### src/rtl/irqc_pkg.sv
package irqc_pkg;

    localparam int unsigned IRQC_PC_W    = 32;
    localparam int unsigned IRQC_INFO_W  = 16;
    localparam int unsigned IRQC_CODE_W  = 8;
    localparam int unsigned IRQC_VEC_LSB = 4;

    // Resolved actions for one clock edge
    typedef struct packed {
        logic take;      // interrupt entry
        logic rfi;       // return from handler, effective
        logic restore;   // restore of saved state, effective
        logic set_ie;    // enable bit goes to 1
        logic clr_ie;    // enable bit goes to 0
        logic clash;     // return and restore together
    } irqc_act_t;

    // Precedence: entry, then the return/restore clash, then return over
    // enable/disable, then disable over enable.
    function automatic irqc_act_t irqc_resolve(
        input logic boundary,
        input logic req,
        input logic ie,
        input logic rfi,
        input logic restore,
        input logic en,
        input logic dis
    );
        irqc_act_t a;
        a.take    = boundary & req & ie;
        a.clash   = rfi & restore;
        a.rfi     = ~a.take & rfi & ~a.clash;
        a.restore = ~a.take & restore & ~a.clash;
        a.set_ie  = ~a.take & (a.rfi | (en & ~dis));
        a.clr_ie  = a.take | (dis & ~a.rfi);
        return a;
    endfunction

endpackage

### src/rtl/irqc_arbiter.sv
module irqc_arbiter
    import irqc_pkg::*;
(
    input  logic      fetch_boundary,
    input  logic      irq_req,
    input  logic      ie,
    input  logic      op_rfi,
    input  logic      op_restore,
    input  logic      op_enable,
    input  logic      op_disable,
    output irqc_act_t act
);

    always_comb begin
        act = irqc_resolve(fetch_boundary, irq_req, ie,
                           op_rfi, op_restore, op_enable, op_disable);
    end

endmodule

### src/rtl/irqc_ctx.sv
module irqc_ctx
    import irqc_pkg::*;
#(
    parameter int unsigned PC_W   = IRQC_PC_W,
    parameter int unsigned INFO_W = IRQC_INFO_W
) (
    input  logic              clk,
    input  logic              rst,
    input  irqc_act_t         act,
    input  logic [PC_W-1:0]   pc_now,
    input  logic [INFO_W-1:0] irq_info,
    input  logic [PC_W-1:0]   restore_pc,
    input  logic [INFO_W-1:0] restore_info,
    output logic              ie,
    output logic [PC_W-1:0]   epc,
    output logic [INFO_W-1:0] einfo
);

    always_ff @(posedge clk) begin
        if (rst) begin
            ie <= 1'b0;
        end else if (act.clr_ie) begin
            ie <= 1'b0;
        end else if (act.set_ie) begin
            ie <= 1'b1;
        end
    end

    always_ff @(posedge clk) begin
        if (rst) begin
            epc   <= '0;
            einfo <= '0;
        end else if (act.take) begin
            epc   <= pc_now;
            einfo <= irq_info;
        end else if (act.restore) begin
            epc   <= restore_pc;
            einfo <= restore_info;
        end
    end

endmodule

### src/rtl/irqc_redirect.sv
module irqc_redirect
    import irqc_pkg::*;
#(
    parameter int unsigned PC_W    = IRQC_PC_W,
    parameter int unsigned CODE_W  = IRQC_CODE_W,
    parameter int unsigned VEC_LSB = IRQC_VEC_LSB
) (
    input  logic              clk,
    input  logic              rst,
    input  irqc_act_t         act,
    input  logic [CODE_W-1:0] irq_code,
    input  logic [PC_W-1:0]   epc,
    output logic              irq_ack,
    output logic              pc_load,
    output logic [PC_W-1:0]   pc_next,
    output logic              op_illegal
);

    localparam int unsigned VEC_HI = VEC_LSB + CODE_W - 1;

    logic [PC_W-1:0] vec;

    generate
        if (VEC_LSB == 0) begin : g_vec_low
            assign vec = {{(PC_W-CODE_W){1'b0}}, irq_code};
        end else begin : g_vec_mid
            assign vec = {{(PC_W-VEC_HI-1){1'b0}}, irq_code, {VEC_LSB{1'b0}}};
        end
    endgenerate

    always_ff @(posedge clk) begin
        if (rst) begin
            irq_ack    <= 1'b0;
            pc_load    <= 1'b0;
            pc_next    <= '0;
            op_illegal <= 1'b0;
        end else begin
            irq_ack    <= act.take;
            pc_load    <= act.take | act.rfi;
            op_illegal <= act.clash;
            if (act.take) begin
                pc_next <= vec;
            end else if (act.rfi) begin
                pc_next <= epc;
            end else begin
                pc_next <= '0;
            end
        end
    end

endmodule

### src/rtl/irqc_top.sv
module irqc_top
    import irqc_pkg::*;
#(
    parameter int unsigned PC_W    = IRQC_PC_W,
    parameter int unsigned INFO_W  = IRQC_INFO_W,
    parameter int unsigned CODE_W  = IRQC_CODE_W,
    parameter int unsigned VEC_LSB = IRQC_VEC_LSB
) (
    input  logic              clk,
    input  logic              rst,
    input  logic              irq_req,
    input  logic [CODE_W-1:0] irq_code,
    input  logic [INFO_W-1:0] irq_info,
    input  logic [PC_W-1:0]   pc_now,
    input  logic              fetch_boundary,
    input  logic              op_rfi,
    input  logic              op_enable,
    input  logic              op_disable,
    input  logic              op_save,
    input  logic              op_restore,
    input  logic [PC_W-1:0]   restore_info,
    input  logic [PC_W-1:0]   restore_pc,
    output logic              irq_ack,
    output logic              pc_load,
    output logic [PC_W-1:0]   pc_next,
    output logic              int_enable,
    output logic [PC_W-1:0]   epc,
    output logic [INFO_W-1:0] einfo,
    output logic [PC_W-1:0]   save_info_out,
    output logic [PC_W-1:0]   save_pc_out,
    output logic              op_illegal
);

    irqc_act_t         act;
    logic [PC_W-1:0]   info_wide;
    logic [PC_W-1:0]   restore_unused;

    irqc_arbiter u_arb (
        .fetch_boundary (fetch_boundary),
        .irq_req        (irq_req),
        .ie             (int_enable),
        .op_rfi         (op_rfi),
        .op_restore     (op_restore),
        .op_enable      (op_enable),
        .op_disable     (op_disable),
        .act            (act)
    );

    irqc_ctx #(.PC_W(PC_W), .INFO_W(INFO_W)) u_ctx (
        .clk          (clk),
        .rst          (rst),
        .act          (act),
        .pc_now       (pc_now),
        .irq_info     (irq_info),
        .restore_pc   (restore_pc),
        .restore_info (restore_info[INFO_W-1:0]),
        .ie           (int_enable),
        .epc          (epc),
        .einfo        (einfo)
    );

    irqc_redirect #(.PC_W(PC_W), .CODE_W(CODE_W), .VEC_LSB(VEC_LSB)) u_redir (
        .clk        (clk),
        .rst        (rst),
        .act        (act),
        .irq_code   (irq_code),
        .epc        (epc),
        .irq_ack    (irq_ack),
        .pc_load    (pc_load),
        .pc_next    (pc_next),
        .op_illegal (op_illegal)
    );

    generate
        if (INFO_W < PC_W) begin : g_pad
            assign info_wide      = {{(PC_W-INFO_W){1'b0}}, einfo};
            assign restore_unused = {restore_info[PC_W-1:INFO_W], {INFO_W{1'b0}}};
        end else begin : g_nopad
            assign info_wide      = einfo[PC_W-1:0];
            assign restore_unused = '0;
        end
    endgenerate

    always_comb begin
        save_info_out = op_save ? info_wide : '0;
        save_pc_out   = op_save ? epc : '0;
    end

endmodule

### config.mk
export PLATFORM = sky130hd
export DESIGN_NAME = irqc_top
export DESIGN_NICKNAME = d
export VERILOG_FILES = /design/src/rtl/irqc_pkg.sv /design/src/rtl/irqc_arbiter.sv /design/src/rtl/irqc_ctx.sv /design/src/rtl/irqc_redirect.sv /design/src/rtl/irqc_top.sv
export SDC_FILE = /design/constraint.sdc
export NUM_CORES = 1
export LEC_CHECK = 0
export BUFFER_PORTS_ARGS = -buffer_cell sky130_fd_sc_hd__buf_4
export CAP_MARGIN = 20
export CORE_AREA = 5 5 106 108
export CTS_CLUSTER_SIZE = 28
export DETAILED_ROUTE_END_ITERATION = 10
export DIE_AREA = 0 0 111 113
export PLACE_DENSITY = 0.77
export SLEW_MARGIN = 30
export SYNTH_ARGS = -nofsm -noshare
export SYNTH_HDL_FRONTEND = slang
export SYNTH_SLANG_ARGS = --single-unit
### constraint.sdc
create_clock -name clk -period 3.1 [get_ports clk]
set_input_delay 0.62 -clock clk [delete_from_list [all_inputs] [get_ports clk]]
set_output_delay 0.62 -clock clk [all_outputs]
set_load 0.02 [all_outputs]
# Yosys cells after proc, flatten, opt, wreduce, memory -nomap -nowiden
# Cells that the tools add are included.
[op_classes]
n_mux = 8
bitwise = 17
n_reduce_logical = 3
[ops]
columns = ["op", "n"]
rows = [
  ["$mux 32", 3],
  ["$mux 16", 3],
  ["$mux 12", 2],
  ["$and 1x1->1", 10],
  ["$not 1->1", 4],
  ["$or 1x1->1", 3],
  ["$reduce_or 3->1", 1],
  ["$reduce_bool 2->1", 1],
  ["$reduce_or 2->1", 1],
]
[word_totals]
register_bits = 84
input_bits = 129
output_inout_bits = 148
elab_cells = 36

# Depth between registers and ports, before layout
# Gate-level depths: netlist of run 1.
[logic_depth]
word_depth = 9
depth_mapped = 6
depth_no_buf = 3

# Hierarchy
# From an unflattened synthesis of run 1, not the netlist that was laid out.
[hier_totals]
hier_cells = 388
hier_area_um2 = 3916.3
[modules_own_cells]
columns = ["module", "n_inst", "cells_each", "area_each_um2", "seq_area_each_um2"]
rows = [
  ["irqc_ctx", 1, 217, 2282.2, 980.9],
  ["irqc_redirect", 1, 92, 1074.8, 700.7],
  ["irqc_top", 1, 70, 494.2, 0.0],
  ["irqc_arbiter", 1, 9, 65.1, 0.0],
]

# Worst setup path before layout of run 1
# No wires, ideal clock.
[synth_path]
path_kind = "input -> output"
startpoint = "input op_save"
endpoint = "output save_pc_out[11]"
arrival_time_ps = 1280
required_ps = 2480
setup_slack_ps = 1200
cell_stages = 3
path_buffers = 2
cell_sequence = "clkbuf_1 -> clkbuf_1 -> and2_1"
[synth_via]
elab_chain_cells = 1
[synth_lines]
columns = ["element", "line", "source"]
rows = [
  ["start: declaration", "irqc_top.sv:19", "input logic op_save,"],
  ["$mux 32", "irqc_top.sv:86", "save_pc_out = op_save ? epc : '0;"],
  ["end: declaration", "irqc_top.sv:30", "output logic [PC_W-1:0] save_pc_out,"],
]
# No other way between the ends.

# Worst setup path in the final report of run 1
[layout_path]
startpoint = "input op_save"
endpoint = "output save_pc_out[15]"
# Same word-level chain as after synthesis.

==> impl_metrics.ini, run 1 <==
[run_status]
outcome = finished, final reports clean

[die]
die-area_sq_um = 12500
ios = 277
die_h_um = 113
rows = 37
coreArea_sq_um = 10100
initial_core_util = 0.350
fp.dieW_um = 111

[power]
irDropWorstVdd_mv = 0.214
power_frac_comb = 0.196
pwr-share-seq = 0.460
p_int_mw = 1.83
power.total_mw = 2.55
swShare = 0.284
p_leak_nw = 2.67
clockPowerShare = 0.344
p_per_area_nw_per_um2 = 455
p_switching_mw = 0.724

[global_routing]
antenna_found_initial = 0
grt_start_max_net_pins = 50
grt_pass1_wl_mm = 19.5
grt_remaining_overflow = 0
grt_usage = 0.193
grt_pass1_vias = 3674

[timing]
setup_viol = 0
finalCritPeriodShare = 0.634
rsz0062_at_grt = no
worstMarginPinSlew_ps = 633
setup_slack_ps = 1140
finalHoldViolations = 0
fin_skew_ps = 10.0
fmax_ghz = 0.509
finalSetupTns_ps = 0
final.min_clock_period_ps = 1960
relSlewSlack = 0.577
slew_violations = 0

[critical_path]
regToRegSetupSlack_ps = 1490
critPathRequiredTime_ps = 2480
critical_path.startpoint_type = primary input
rr_worst_depth = 4
critical_path_class = primary input to primary output
crit_arrival_ps = 1340
cp_max_fo = 48
reg2reg_to = u_ctx.epc[15]
rr_startpoint = u_ctx.ie
critPathCaptureType = primary output

[clock_tree]
cts.path.max_buffers = 2
cts_sinks = 84
cts.htree.levels = 3
cts_resized = 0
cts_buffers = 9
clk_pin_slew_ps = 90
clk_latency_ps = 350
ctsHoldBuffers = 0
cts_root_buf = clkbuf_8
post_cts_buffers = 0
cts_tree = built

[synthesis]
syn_area_per_cell_sq_um = 8.47
synth_seq_cells = 84
synth.top_cell.area_share = 0.474
synth_cell_type_count = 21
syn_inst = 419
yosys.area.top_type = dfxtp_1
ys_seq_area_frac = 0.474
netlist_area_sq_um = 3550
synth.area.top_cells = dfxtp_1 47%, and2_1 13%, a211oi_1 10%
yosysWarnings = 0

[final_layout]
register_area_sq_um = 1680
multi_input_area_sq_um = 1640
layout.nets = 774
drive_above_1_share = 0.420
area_delta_synth_final_pct = 57.7
diodes = 0
final_util = 0.552
nFillCells = 958
final_cells = 786

[detailed_routing]
drtAntennaViolNets = 0
first_iter_violations = 215
routedWlPerCell_um = 16.2
drt-total-wl_mm = 12.7
drc = 0
vias_per_cell = 4.79
dr.pass1.iters = 4
num_vias = 3765

[placed_design]
detailed_place_hpwl_mm = 9.41
dpl.cell_count = 770
place_ws_ps = 956
place_congestion = 0.797
portBuffers = 244

[hold_path]
hold_end = u_redir.pc_next[10]
min_from = irq_code[6]
hold_path.class = primary input to flop
hold_depth = 2

[run]
max-cap-violations = 0
==> through the flow <==
stage                     hold WS (ps)  area [sq um]
after floorplan                    573          3600
after global placement             491          5370
after detailed placement           494          5370
after CTS                          451          5590
after global routing               458          5600
final                              472          5600
==> worst max-delay path by stage <==
stage	from	endpoint	slack [ps]	cells after the start
2_1_floorplan	op_save	save_pc_out[11]	1200	3
3_3_place_gp	op_restore	u_redir.pc_next[22]	940	5
5_1_grt	op_save	save_pc_out[15]	1050	3
4_1_cts	op_save	save_pc_out[15]	1120	3
6_report	op_save	save_pc_out[15]	1140	3
3_5_place_dp	op_rfi	u_ctx.einfo[4]	960	5
==> registers in the layout (all words and copies together) (netlist names) <==
register,flops
u_ctx.epc,32
u_redir.pc_next,32
u_ctx.einfo,16
u_ctx.ie,1
u_redir.irq_ack,1
u_redir.op_illegal,1
u_redir.pc_load,1
==> synth_stat cells <==
cell      count
o21bai_1      1
a211oi_1     49
nand2_1      48
buf_4        21
nor2_2        1
nor3_4        1
clkbuf_2      2
and2b_1       1
and2_1       72
and3_1        1
nor2_1       48
buf_6         2
nand2b_1      2
a22o_1        8
and3b_1       1
clkbuf_1     17
a21oi_1      49
buf_2         9
dfxtp_1      84
conb_1        1
nand3_1       1
==> layer usage <==
metal | GRT usage | vias up | part of all wire | wire (um)
met5 | 0 | - | 0 | 0
met3 | 0.0487 | 18 | 0.077 | 978
met2 | 0.338 | 189 | 0.50 | 6320
li1 | - | 1817 | - | -
met4 | 0.0731 | 0 | 0.020 | 255
met1 | 0.227 | 1741 | 0.41 | 5160
==> placed cells by master (no fill, tap or decap) <==
cell type / n
buf_4: 251
dfxtp_1: 84
and2_1: 72
a21oi_1: 49
a211oi_1: 49
nand2_1: 48
nor2_1: 48
conb_1: 16
clkbuf_8: 9
a22o_1: 8
inv_6: 2
clkinvlp_4: 2
bufinv_16: 2
nand2b_1: 1
and3_2: 1
nor3_4: 1
nand3_2: 1
nor2_2: 1
and2b_2: 1
nand2b_4: 1
o21bai_1: 1
and3b_1: 1
clkinv_2: 1
==> power groups by stage <==
stage	sequential, mW	clock, mW	combinational, mW
3_3_place_gp	1.19	0	0.494
4_1_cts	1.17	0.896	0.502
3_5_place_dp	1.20	0	0.501
5_1_grt	1.18	0.943	0.535
2_1_floorplan	1.25	0	0.201
6_report	1.17	0.878	0.499
==> kinds of logic after synthesis <==
kind of cell | share of synthesized area
compound gates | 0.195
buf+inv | 0.0843
other cells | 0.00106
simple gates | 0.246
flops | 0.474
==> critical path, cell delays in order <==
cell	delay (ps)
buf_4	350
and2_1	210
buf_4	150
==> layout make-up <==
cell class	instances	area share
clock inverter	7	0.0174
timing repair buffer	251	0.337
multi-input combinational	299	0.293
sequential	84	0.300
tap	136	0.0304
clock buffer	9	0.0221
No activity file was read; power rests on OpenSTA's default activity.
==> run 2: changes to the inputs <==
Settings changed: CORE_AREA 5 5 106 108 to unset, CORE_ASPECT_RATIO set to 1.4, CORE_MARGIN set to 5, CORE_UTILIZATION set to 36, DIE_AREA 0 0 111 113 to unset, PLACE_DENSITY 0.77 to 0.81.
Clock period 3.1 ns to 1.76 ns, I/O delays scaled along.
==> run 2 against run 1 <==
  * Sequential share of layout area decreased by 0.76 points
  * Worst setup slack got worse by 790 ps
  * Clock power grew 130%
  * Clock skew decreased by 3.0 ps
  * Largest power group unchanged
==> impl_metrics.ini, run 2 (synthesized netlist as in run 1, its figures left out) <==
[die]
die_h_um = 127
fp.dieW_um = 93.9
die-area_sq_um = 12000
rows = 43
ios = 277
coreArea_sq_um = 9790
initial_core_util = 0.362

[detailed_routing]
drtAntennaViolNets = 0
dr.pass1.iters = 5
drc = 0
vias_per_cell = 4.85
drt-total-wl_mm = 12.4
routedWlPerCell_um = 15.7
num_vias = 3821
first_iter_violations = 145

[clock_tree]
cts_buffers = 9
cts.path.max_buffers = 2
cts_sinks = 84
post_cts_buffers = 0
cts_tree = built
cts_resized = 0
clk_pin_slew_ps = 60
clk_latency_ps = 330
cts_root_buf = clkbuf_16
cts.htree.levels = 3
ctsHoldBuffers = 0

[hold_path]
hold_path.class = primary input to flop

[critical_path]
rr_startpoint = u_ctx.ie
crit_arrival_ps = 1060
critPathRequiredTime_ps = 1410
critical_path.startpoint_type = primary input
regToRegSetupSlack_ps = 360
critical_path_class = primary input to primary output
cp_max_fo = 48
cp-startpoint = op_save
critPathCaptureType = primary output
reg2reg_to = u_ctx.einfo[1]
rr_worst_depth = 4
endpoint = save_info_out[2]

[final_layout]
layout_commonest_cell = buf_4
final_cell_mix = 252 x buf_4, 84 x dfxtp_1, 72 x and2_1
nFillCells = 854
layout.nets = 777
drive_above_1_share = 0.421
reg.largest.list = u_ctx.epc: 32 flops, u_redir.pc_next: 32 flops, u_ctx.einfo: 16 flops
diodes = 0
final_util = 0.586
area_delta_synth_final_pct = 61.8
final_cells = 788

[global_routing]
grt_remaining_overflow = 0
grt_usage = 0.202
grt_pass1_wl_mm = 19.2
grt_pass1_vias = 3879
antenna_found_initial = 0
grt_start_max_net_pins = 49

[timing]
setup_viol = 0
finalHoldViolations = 0
setup_slack_ps = 344
fmax_ghz = 0.706
finalSetupTns_ps = 0
fin_skew_ps = 7.02
finalCritPeriodShare = 0.805
rsz0062_at_grt = no
final.min_clock_period_ps = 1420
slew_violations = 0

[placed_design]
place_congestion = 0.844
detailed_place_hpwl_mm = 9.20
dpl.cell_count = 772
portBuffers = 244
place_ws_ps = 320

[power]
p_per_area_nw_per_um2 = 867
irDropWorstVdd_mv = 0.438
p_leak_nw = 2.74

[run]
max-cap-violations = 0

[run_status]
outcome = finished, final reports clean
[run 2: area by class of cell]
cell class                 instances  area, sq um  area share
clock buffer                      11          243      0.0423
clock inverter                     5         82.6      0.0144
multi-input combinational        299         1630       0.285
sequential                        84         1680       0.293
tap                              135          169      0.0294
timing repair buffer             254         1930       0.336
[run 2: worst min path at each step]
stage | start | to | slack (ps) | depth (start not counted)
after floorplan | irq_code[6] | u_redir.pc_next[10] | 480 | 1
after global placement | u_ctx.epc[12] | u_redir.pc_next[12] | 490 | 1
after detailed placement | u_ctx.epc[12] | u_redir.pc_next[12] | 500 | 1
after CTS | irq_code[7] | u_redir.pc_next[11] | 210 | 2
after global routing | irq_code[7] | u_redir.pc_next[11] | 230 | 2
final | irq_code[7] | u_redir.pc_next[11] | 230 | 2
[run 2: power by group]
| group | switching, mW | internal (mW) |
|---|---|---|
| logic | 0.458 | 0.428 |
| clock network | 0.738 | 1.29 |
| registers | 0.0761 | 1.99 |
[run 2: per-stage QoR]
step / area (sq um) / hold slack (ps) / power, mW
after floorplan: 3600 / 477 / 2.55
after global placement: 5420 / 490 / 2.98
after detailed placement: 5420 / 500 / 3.00
after CTS: 5740 / 210 / 5.03
after global routing: 5740 / 226 / 5.21
final: 5740 / 226 / 4.98
[run 2: worst max-delay path, stage by stage]
cell    delay (ps)
buf_4          330
and2_1         210
buf_4          150
[run 2: routing by layer]
layer	global-route usage	up-vias	wire length [um]
met3	0.0383	25	948
met4	0.0995	0	313
met5	0	-	0
met1	0.230	1758	4670
li1	-	1827	-
met2	0.356	211	6420
==> run 3: changes to the inputs <==
Settings changed: CORE_AREA set to 5 5 104 106, CORE_ASPECT_RATIO 1.4 to unset, CORE_MARGIN 5 to unset, CORE_UTILIZATION 36 to unset, DIE_AREA set to 0 0 109 111, PLACE_DENSITY 0.81 to 0.79.
Clock period 1.76 ns to 1.4 ns, I/O delays scaled along.
==> run 3 against run 2 <==
  * Utilization hardly changed
  * Wire length is 2.6% higher
  * Sequential power is 25% higher
  * Worst hold slack worse by 82 ps
  * Sequential share of layout area is 0.31 points higher
  * First-iteration DRC count is 13% higher
  * Largest cell class unchanged
  * Largest power group unchanged
  * Highest routed layer unchanged
==> impl_metrics.ini, run 3 (synthesized netlist as in run 1, its figures left out) <==
[final_layout]
layout.nets = 781
finalInstanceArea_sq_um = 5680
area_delta_synth_final_pct = 60.1
diodes = 0
final_cell_mix = 251 x buf_4, 84 x dfxtp_1, 72 x and2_1
drive_above_1_share = 0.425
final_cells = 790
layout_commonest_cell = buf_4
reg.largest.list = u_ctx.epc: 32 flops, u_redir.pc_next: 32 flops, u_ctx.einfo: 16 flops
nFillCells = 893

[global_routing]
antenna_found_initial = 0
grt_remaining_overflow = 0
grt_pass1_vias = 3726
grt_start_max_net_pins = 49
grt_pass1_wl_mm = 19.3
grt_usage = 0.200

[timing]
rsz0062_at_grt = no
fmax_ghz = 0.752
final.min_clock_period_ps = 1330
setup_slack_ps = 70.4
setup_viol = 0
finalSetupTns_ps = 0
slew_violations = 0
fin_skew_ps = 11.3
finalHoldViolations = 0
finalCritPeriodShare = 0.950

[power]
p_per_area_nw_per_um2 = 937
p_leak_nw = 2.69
power.total_mw = 5.32
irDropWorstVdd_mv = 0.564

[critical_path]
path_buf_inv = 1
crit_path_cell_trace = and2_1 -> buf_4
critical-path-max-stage-delay_ps = 410
rr_worst_depth = 4
crit_arrival_ps = 1050
critPathCaptureType = primary output
critical_path.startpoint_type = flop
cp_slowest_cell = dfxtp_1
regToRegSetupSlack_ps = 110
critPathRequiredTime_ps = 1120
critical_path_class = flop to primary output
cp_max_fo = 4
cp_top_family = flip-flops
path_depth = 2

[placed_design]
portBuffers = 244
detailed_place_hpwl_mm = 9.62
place_congestion = 0.854
place_ws_ps = 100
dpl.cell_count = 774
dpl-instance-area_sq_um = 5510

[clock_tree]
cts_root_buf = clkbuf_8
cts.path.max_buffers = 2
cts_buffers = 9
post_cts_buffers = 0
clk_latency_ps = 340
cts_sinks = 84
clk_pin_slew_ps = 90
cts_resized = 0
cts_tree = built
ctsHoldBuffers = 0
cts.htree.levels = 3

[die]
fp.dieW_um = 109
die_h_um = 111
coreArea_sq_um = 9680
initial_core_util = 0.366
rows = 36
die-area_sq_um = 12100
ios = 277

[run_status]
outcome = finished, final reports clean

[detailed_routing]
vias_per_cell = 4.77
routedWlPerCell_um = 16.0
drc = 0
drtAntennaViolNets = 0
drt-total-wl_mm = 12.7
first_iter_violations = 164
dr.pass1.iters = 4
num_vias = 3772

[run]
max-cap-violations = 0

[hold_path]
hold_path.class = primary input to flop
hold_depth = 2
## run 3: cell count changes in the layout (fill, tap and decap cells not counted), sizes merged
cell      delta
buf          +4
bufinv       -2
clkinv       -1
clkinvlp     +4
clkbuf       -1
## run 3: where the power goes
part | switching (mW) | internal, mW
Combinational | 0.583 | 0.560
Sequential | 0.0955 | 2.50
Clock | 0.927 | 0.658
## run 3: per-stage QoR
step / util / hold WS, ps
floorplan: - / 405
global placement: 0.569 / 489
detailed placement: 0.569 / 492
CTS: 0.587 / 124
global route: 0.587 / 119
finish: 0.587 / 144
## run 3: cell type report
type / instances / area [sq um] / share of cell area
well taps: 133 / 166 / 0.0293
repair buffers: 258 / 2020 / 0.356
clock buffers: 10 / 128 / 0.0225
flip-flops and latches: 84 / 1680 / 0.296
multi-input cells: 299 / 1630 / 0.288
clock inverters: 6 / 47.5 / 0.00837
## run 3: final timing paths
path,endpoint,from
max reg2reg,u_ctx.epc[16],u_ctx.ie
min,u_redir.pc_next[11],irq_code[7]
min reg2reg,u_redir.pc_next[19],u_ctx.epc[19]
max,save_pc_out[3],u_ctx.epc[3]
## run 3: layer usage
metal | wire [um] | track usage | share of wire
met1 | 4800 | 0.227 | 0.38
met2 | 6520 | 0.356 | 0.51
met3 | 1120 | 0.0577 | 0.088
met4 | 240 | 0.0598 | 0.019
met5 | 0 | 0 | 0
